**src/rtl/rxq_pkg.sv**
```systemverilog
package rxq_pkg;

  // frame length in bit ticks: start + data + parity + stop
  function automatic logic [3:0] frame_bits(input logic [3:0] lc);
    return 4'd7 + {2'b00, lc[1:0]} + {3'b000, lc[2]} + {3'b000, lc[3]};
  endfunction

  // trigger depth from the two select bits
  function automatic logic [4:0] trig_level(input logic [1:0] sel);
    case (sel)
      2'd0:    return 5'd1;
      2'd1:    return 5'd4;
      2'd2:    return 5'd8;
      default: return 5'd14;
    endcase
  endfunction

endpackage

```
**src/rtl/rxq_store.sv**
```systemverilog
module rxq_store #(
  parameter int DEPTH = 16,
  parameter int DW    = 8,
  localparam int AW   = (DEPTH > 1) ? $clog2(DEPTH) : 1,
  localparam int CW   = $clog2(DEPTH + 1)
) (
  input  logic          clk,
  input  logic          rst_n,
  input  logic          clr,
  input  logic          push,
  input  logic          pop,
  input  logic [DW-1:0] din,
  output logic [DW-1:0] head,
  output logic [CW-1:0] fill,
  output logic          full,
  output logic          empty
);
  logic [DW-1:0] mem [DEPTH];
  logic [AW-1:0] wp_q, rp_q;
  logic [CW-1:0] fill_q;

  function automatic logic [AW-1:0] nxt(input logic [AW-1:0] p);
    return (p == AW'(DEPTH - 1)) ? '0 : p + 1'b1;
  endfunction

  always_ff @(posedge clk or negedge rst_n) begin
    if (!rst_n) begin
      wp_q <= '0; rp_q <= '0; fill_q <= '0;
    end else if (clr) begin
      wp_q <= '0; rp_q <= '0; fill_q <= '0;
    end else begin
      if (push) wp_q <= nxt(wp_q);
      if (pop)  rp_q <= nxt(rp_q);
      fill_q <= fill_q + CW'(push) - CW'(pop);
    end
  end

  always_ff @(posedge clk) begin
    if (push && !clr) mem[wp_q] <= din;
  end

  assign head  = mem[rp_q];
  assign fill  = fill_q;
  assign full  = (fill_q == CW'(DEPTH));
  assign empty = (fill_q == '0);

  assert_no_overflow_R4: assert property (@(posedge clk) disable iff (!rst_n)
    push |-> !full);
  assert_fill_bound_R4: assert property (@(posedge clk) disable iff (!rst_n)
    fill_q <= CW'(DEPTH));
  assert_no_underflow_R6: assert property (@(posedge clk) disable iff (!rst_n)
    pop |-> !empty);
endmodule

```
**src/rtl/rxq_timer.sv**
```systemverilog
module rxq_timer #(
  parameter int TICKS = 4,
  parameter int FW    = 4,
  localparam int TW   = $clog2(TICKS + 1)
) (
  input  logic          clk,
  input  logic          rst_n,
  input  logic          bit_tick,
  input  logic [FW-1:0] frame_len,
  input  logic          restart,
  input  logic          halt,
  output logic          expire
);
  logic          run_q;
  logic [TW-1:0] cnt_q;
  logic [FW-1:0] bcnt_q;
  logic          char_tick;

  assign char_tick = run_q && bit_tick && (bcnt_q == frame_len - 1'b1);
  assign expire    = char_tick && (cnt_q == TW'(TICKS - 1)) && !restart && !halt;

  always_ff @(posedge clk or negedge rst_n) begin
    if (!rst_n) begin
      run_q <= 1'b0; cnt_q <= '0; bcnt_q <= '0;
    end else if (halt) begin
      run_q <= 1'b0; cnt_q <= '0; bcnt_q <= '0;
    end else if (restart) begin
      run_q <= 1'b1; cnt_q <= '0; bcnt_q <= '0;
    end else if (run_q && bit_tick) begin
      if (char_tick) begin
        bcnt_q <= '0;
        if (cnt_q != TW'(TICKS)) cnt_q <= cnt_q + 1'b1;
      end else begin
        bcnt_q <= bcnt_q + 1'b1;
      end
    end
  end

  assert_count_saturates_R5: assert property (@(posedge clk) disable iff (!rst_n)
    cnt_q <= TW'(TICKS));
  assert_expire_then_saturated_R5: assert property (@(posedge clk) disable iff (!rst_n)
    expire |=> (cnt_q == TW'(TICKS)));
  assert_bitcount_in_frame_R10: assert property (@(posedge clk) disable iff (!rst_n)
    run_q |-> (bcnt_q < frame_len));
endmodule

```
**src/rtl/uart_rx_queue.sv**
```systemverilog
module uart_rx_queue
  import rxq_pkg::*;
#(
  parameter int DEPTH = 16,
  parameter int TICKS = 4,
  localparam int CW   = $clog2(DEPTH + 1)
) (
  input  logic       clk,
  input  logic       rst_n,
  input  logic       rx_valid,
  input  logic [7:0] rx_byte,
  input  logic       brk_det,
  input  logic       rd_en,
  input  logic       stat_rd,
  input  logic       fcr_we,
  input  logic [7:0] fcr_wdata,
  input  logic [3:0] line_ctl,
  input  logic       bit_tick,
  output logic [7:0] rd_data,
  output logic       data_ready,
  output logic       overrun,
  output logic       brk_flag,
  output logic       trig_hit,
  output logic       tmo_pend,
  output logic [7:0] fifo_ctl,
  output logic       xmit_flush
);
  logic [7:0] fcr_q, hold_q, head;
  logic       dr_q, brk_q, ovr_q, tmo_q, xfl_q;
  logic [CW-1:0] fill, fill_next;
  logic       full, empty;

  // named internal events
  logic fifo_mode, en_flip, rx_clr, byte_ev, push, pop;
  logic ovf_fifo, ovf_hold, drained, restart, halt, expire;
  logic [7:0] byte_in;

  assign fifo_mode = fcr_q[0];
  assign en_flip   = fcr_we && (fcr_wdata[0] != fcr_q[0]);
  assign rx_clr    = (fcr_we && fcr_wdata[1]) || en_flip;
  assign byte_ev   = rx_valid || brk_det;
  assign byte_in   = brk_det ? 8'h00 : rx_byte;
  assign push      = fifo_mode && byte_ev && !full && !rx_clr;
  assign ovf_fifo  = fifo_mode && byte_ev && full && !rx_clr;
  assign ovf_hold  = !fifo_mode && byte_ev && dr_q && !rx_clr;
  assign pop       = fifo_mode && rd_en && !empty && !rx_clr;
  assign fill_next = fill + CW'(push) - CW'(pop);
  assign drained   = fifo_mode && rd_en && !rx_clr && (fill_next == '0);
  assign restart   = fifo_mode && !rx_clr && (byte_ev || rd_en) && (fill_next != '0);
  assign halt      = rx_clr || drained;

  rxq_store #(.DEPTH(DEPTH), .DW(8)) u_store (
    .clk(clk), .rst_n(rst_n), .clr(rx_clr), .push(push), .pop(pop),
    .din(byte_in), .head(head), .fill(fill), .full(full), .empty(empty)
  );

  rxq_timer #(.TICKS(TICKS), .FW(4)) u_timer (
    .clk(clk), .rst_n(rst_n), .bit_tick(bit_tick),
    .frame_len(frame_bits(line_ctl)), .restart(restart), .halt(halt),
    .expire(expire)
  );

  always_ff @(posedge clk or negedge rst_n) begin
    if (!rst_n) begin
      fcr_q <= '0; hold_q <= '0; dr_q <= 1'b0; brk_q <= 1'b0;
      ovr_q <= 1'b0; tmo_q <= 1'b0; xfl_q <= 1'b0;
    end else begin
      if (fcr_we) fcr_q <= fcr_wdata & 8'hC9;
      xfl_q <= fcr_we && (fcr_wdata[2] || en_flip);

      if (!fifo_mode && byte_ev && !rx_clr) hold_q <= byte_in;

      if (rx_clr)                            dr_q <= 1'b0;
      else if (byte_ev)                      dr_q <= 1'b1;
      else if (drained || (!fifo_mode && rd_en)) dr_q <= 1'b0;

      if (rx_clr)                            brk_q <= 1'b0;
      else if (brk_det)                      brk_q <= 1'b1;
      else if (stat_rd)                      brk_q <= 1'b0;
      else if (drained || (!fifo_mode && rd_en)) brk_q <= 1'b0;

      if (ovf_fifo || ovf_hold)              ovr_q <= 1'b1;
      else if (stat_rd)                      ovr_q <= 1'b0;

      if (halt || (fifo_mode && rd_en))      tmo_q <= 1'b0;
      else if (expire)                       tmo_q <= 1'b1;
    end
  end

  assign rd_data    = fifo_mode ? (empty ? 8'h00 : head) : hold_q;
  assign data_ready = dr_q;
  assign overrun    = ovr_q;
  assign brk_flag   = brk_q;
  assign trig_hit   = fifo_mode ? (fill >= CW'(trig_level(fcr_q[7:6]))) : dr_q;
  assign tmo_pend   = tmo_q;
  assign fifo_ctl   = fcr_q;
  assign xmit_flush = xfl_q;

  assert_ready_tracks_fill_R6: assert property (@(posedge clk) disable iff (!rst_n)
    fifo_mode |-> (dr_q == !empty));
  assert_overrun_keeps_data_R4: assert property (@(posedge clk) disable iff (!rst_n)
    (ovf_fifo && !pop) |=> ($stable(fill) && overrun));
  assert_flip_flushes_R2: assert property (@(posedge clk) disable iff (!rst_n)
    en_flip |=> (empty && !data_ready && !tmo_pend && xmit_flush));
  assert_rxreset_clears_R3: assert property (@(posedge clk) disable iff (!rst_n)
    rx_clr |=> (empty && !data_ready && !brk_flag));
  assert_break_sets_R7: assert property (@(posedge clk) disable iff (!rst_n)
    (brk_det && fifo_mode && !full && !rx_clr) |=> (data_ready && brk_flag));
  assert_timeout_needs_data_R5: assert property (@(posedge clk) disable iff (!rst_n)
    $rose(tmo_q) |-> !empty);
  assert_hold_overrun_R9: assert property (@(posedge clk) disable iff (!rst_n)
    ovf_hold |=> overrun);
endmodule

```
**config.mk**
```make
export PLATFORM = sky130hd
export DESIGN_NAME = uart_rx_queue
export DESIGN_NICKNAME = d
export VERILOG_FILES = /design/src/rtl/rxq_pkg.sv /design/src/rtl/rxq_store.sv /design/src/rtl/rxq_timer.sv /design/src/rtl/uart_rx_queue.sv
export SDC_FILE = /design/constraint.sdc
export NUM_CORES = 1
export LEC_CHECK = 0
export ABC_AREA = 1
export ABC_CLOCK_PERIOD_IN_PS = 6800
export CAP_MARGIN = 10
export CORE_ASPECT_RATIO = 0.6
export CORE_MARGIN = 3
export CORE_UTILIZATION = 36
export CTS_CLUSTER_DIAMETER = 30
export CTS_CLUSTER_SIZE = 28
export DETAILED_ROUTE_END_ITERATION = 8
export DONT_BUFFER_PORTS = 1
export PLACE_DENSITY = 0.59
export SLEW_MARGIN = 10
export SYNTH_ARGS = -nofsm -noshare
export SYNTH_HDL_FRONTEND = slang
export SYNTH_HIERARCHICAL = 1
export SYNTH_SLANG_ARGS = --single-unit
```
**constraint.sdc**
```tcl
create_clock -name clk -period 6.8 [get_ports clk]
set_clock_uncertainty 0.1 [all_clocks]
set_input_delay 0.34 -clock clk [delete_from_list [all_inputs] [get_ports clk]]
set_output_delay 0.34 -clock clk [all_outputs]
set_load 0.01 [all_outputs]
```
==> out/summary.txt <==
Clock Power Share = 35.1%
Num CTS Buffers = 17
Initial Util = 37.1%
Leakage power = 4.00 nW
Top cell type's share of synthesized area = 46.4%
Cells after synthesis = 894
Post-synth top cells = nand2_1, inv_1, edfxtp_1
Cells taking the most area after synthesis = edfxtp_1, nand2_1, dfrtp_1, inv_1, nor2_1
Async SR Flop Fraction = 22.9%
Die area = 0.0249 mm2
Max Cap Violations = 0
PwrDens = 292 mW/mm2
Cell variety after synth = 40
Worst-path clk slew = 0.07 ns
Switching share of power = 30.8%
Ys flop type = edfxtp_1
Max transition margin = 24.3%
Final net count = 962
Synthesis Warnings = 6
IO Port Bufs = 0
Crit start category = flip-flop
WS Path Type = flip-flop to flip-flop
Crit-path max FO = 15
Vias in the first global route = 5272
Final Hold Viols = 0
Hold Crit Class = input pin to flip-flop
Synth area leader = edfxtp_1
Grt ovf = 0
Initial detailed-routing violation count = 585
Drt wl/cell = 15.5 um
Hold worst-path end = brk_flag
Fraction of layout cells with a size suffix above 1 = 8.19%
Total GRT Usage = 15.8%
H-tree level count = 4
Syn Area/Cell = 9.26 um2
Later-pin clock latency in the skew report = 0.42 ns
Core Region = 0.0223 mm2
# diodes = 0
Post-synth EDFFs = 128
Worst endpoint data arrival time = 4.66 ns
Combinational Power Share = 21.1%
Post-route ant nets = 0
RSZ-0062 raised after global routing = no
Worst VDD drop = 0.000168 V
Switching power = 0.831 mW
Bufs on Longest Clock Path = 2
Die W = 202 um
Worst r2r path cells = 20
R2r setup slk = 2.34 ns
Tmin final = 4.46 ns
Wire length on met2 = 7570 um
Initial antenna violation count = 0
Clock sinks = 166
Hold_sp = stat_rd
# fillers = 2135
Hold bufs inserted after CTS = 10
Mapped cell area = 0.00828 mm2
CTS tree = yes
Root Driver = clkbuf_16
Hold Slack = 0.0304 ns
Post-cts repair resize count = 0
Sequential element share of the synthesized area = 57.9%
Power Internal = 1.87 mW
Setup TNS = 0 ns
Seq cells post-synth = 166
Total power = 2.70 mW
Via density per instance = 4.70
Die height = 123 um
DRC Markers = 0
Met1 Wirelength = 9600 um
WL met3 = 1710 um
Post-DP Area = 0.00854 mm2
Top-count cell post-synth = nand2_1
CP endpoint kind = flip-flop
Largest net degree at the start of global routing = 86
Final setup violation count = 0
First-pass GRT wire length = 30000 um
Routability cong. = 0.842
Cell Rows = 42
Reg2Reg Capture Point = u_timer/bcnt_q[3]
Sequential power share = 43.8%
Hold Crit Depth = 3
Period utilisation layout = 65.5%
Hpwl dp = 12700 um
Status = finished, final reports clean
Drt total wl = 19000 um
Reg2Reg Launch Point = fifo_ctl[0]
Highest routed layer = met4
Post-CTS Setup Inserts = 0
Final Max Slew Viols = 0
Fin area = 0.00924 mm2
F_max = 0.224 GHz
Vias = 5756
First-pass detailed-route iteration total = 5
Area Overhead vs Synth = 11.6%
Req. time, crit path = 7.01 ns
IO Count = 50
Slew @ Worst Pin = 1.13 ns
-- cell type report --
type	instances	area, um2	share of cell area, %
multi-input cells	563	2780	30.1
well taps	308	385	4.17
flip-flops and latches	166	4800	51.9
clock buffers	21	503	5.45
inverters	138	520	5.64
repair buffers	17	163	1.76
clock inverters	11	86.3	0.935
-- per-layer routing --
metal / global-route usage, % / vias to the layer above
met1: 24.8 / 2711
met3: 4.58 / 13
met5: 0 / -
li1: - / 2867
met2: 21.3 / 165
met4: 3.79 / 0
-- registers in the layout, summed over array words and instances (netlist names), 3 cells and up --
register and flops:
u_store/mem 128, u_store/fill 5, fifo_ctl 4, u_timer/bcnt_q 4, u_timer/cnt_q 3, u_store/wp_q 4
hold_q 8, u_store/rp_q 4
-- how the worst max path moves through the flow --
stage           startpoint                end  slack [ns]
2_1_floorplan  fifo_ctl[0]  u_timer/bcnt_q[3]        3.10
5_1_grt        fifo_ctl[0]  u_timer/bcnt_q[3]        1.94
4_1_cts        fifo_ctl[0]  u_timer/bcnt_q[3]        2.35
6_report       fifo_ctl[0]  u_timer/bcnt_q[3]        2.34
3_3_place_gp   fifo_ctl[0]  u_timer/bcnt_q[3]        2.43
3_5_place_dp   fifo_ctl[0]  u_timer/bcnt_q[3]        2.38
-- logic make-up (layout without fill, tap and decap cells) --
group,count (synthesis),count (layout),synth area share (%)
AOI/OAI and AO/OA,49,49,3.30
xor gates and xnor gates,7,7,0.741
adders and majority gates,31,31,4.96
buffers and inverters,168,187,8.71
DFF,166,166,57.9
muxes,1,1,0.136
other,1,4,0.0453
and+or+nand+nor,471,471,24.2
-- layout by cell type (no fill, tap or decap), drive strengths merged --
cell type,n
ha,28
nor3,4
nand3b,1
clkbuf,21
edfxtp,128
or2,3
nand2,277
nand4,1
mux2,1
o21a,2
fa,3
a21oi,15
nand3,77
o22ai,10
nor2,108
xor2,6
conb,4
buf,8
clkinv,6
o21ai,21
dfrtp,38
o211ai,1
xnor2,1
inv,141
dlygate4sd3,9
clkinvlp,2
-- stage by stage --
stage	std cells	setup slack (ns)	util, %
final	1224	2.34	41.4
after global routing	1224	1.94	41.4
after CTS	1224	2.35	41.4
after detailed placement	1182	2.38	38.2
after global placement	1182	2.43	38.2
after floorplan	897	3.10	-
-- power by group through the flow --
stage / Combinational [mW] / Clock [mW] / Sequential [mW]
detailed placement: 0.556 / 0 / 1.20
CTS: 0.570 / 0.963 / 1.18
global route: 0.660 / 1.01 / 1.19
floorplan: 0.444 / 0 / 1.19
finish: 0.569 / 0.946 / 1.18
global placement: 0.547 / 0 / 1.20
-- critical path, cell delays in order (launching register included) --
cell	delay (ns)
dfrtp_1	0.60
or2_1	0.34
nand3_2	0.10
nand2_4	0.13
nor3_1	0.63
ha_1	0.36
inv_1	0.06
ha_1	0.18
fa_1	0.42
nor2_1	0.10
nand2_1	0.06
nor2_1	0.08
nand2_1	0.05
nor2_1	0.16
nand3_1	0.16
nand3_1	0.17
nor2_4	0.10
a21oi_1	0.22
nand3_1	0.12
xor2_1	0.15
nor2_1	0.05
Note: power is estimated with default switching activity, not from simulation.
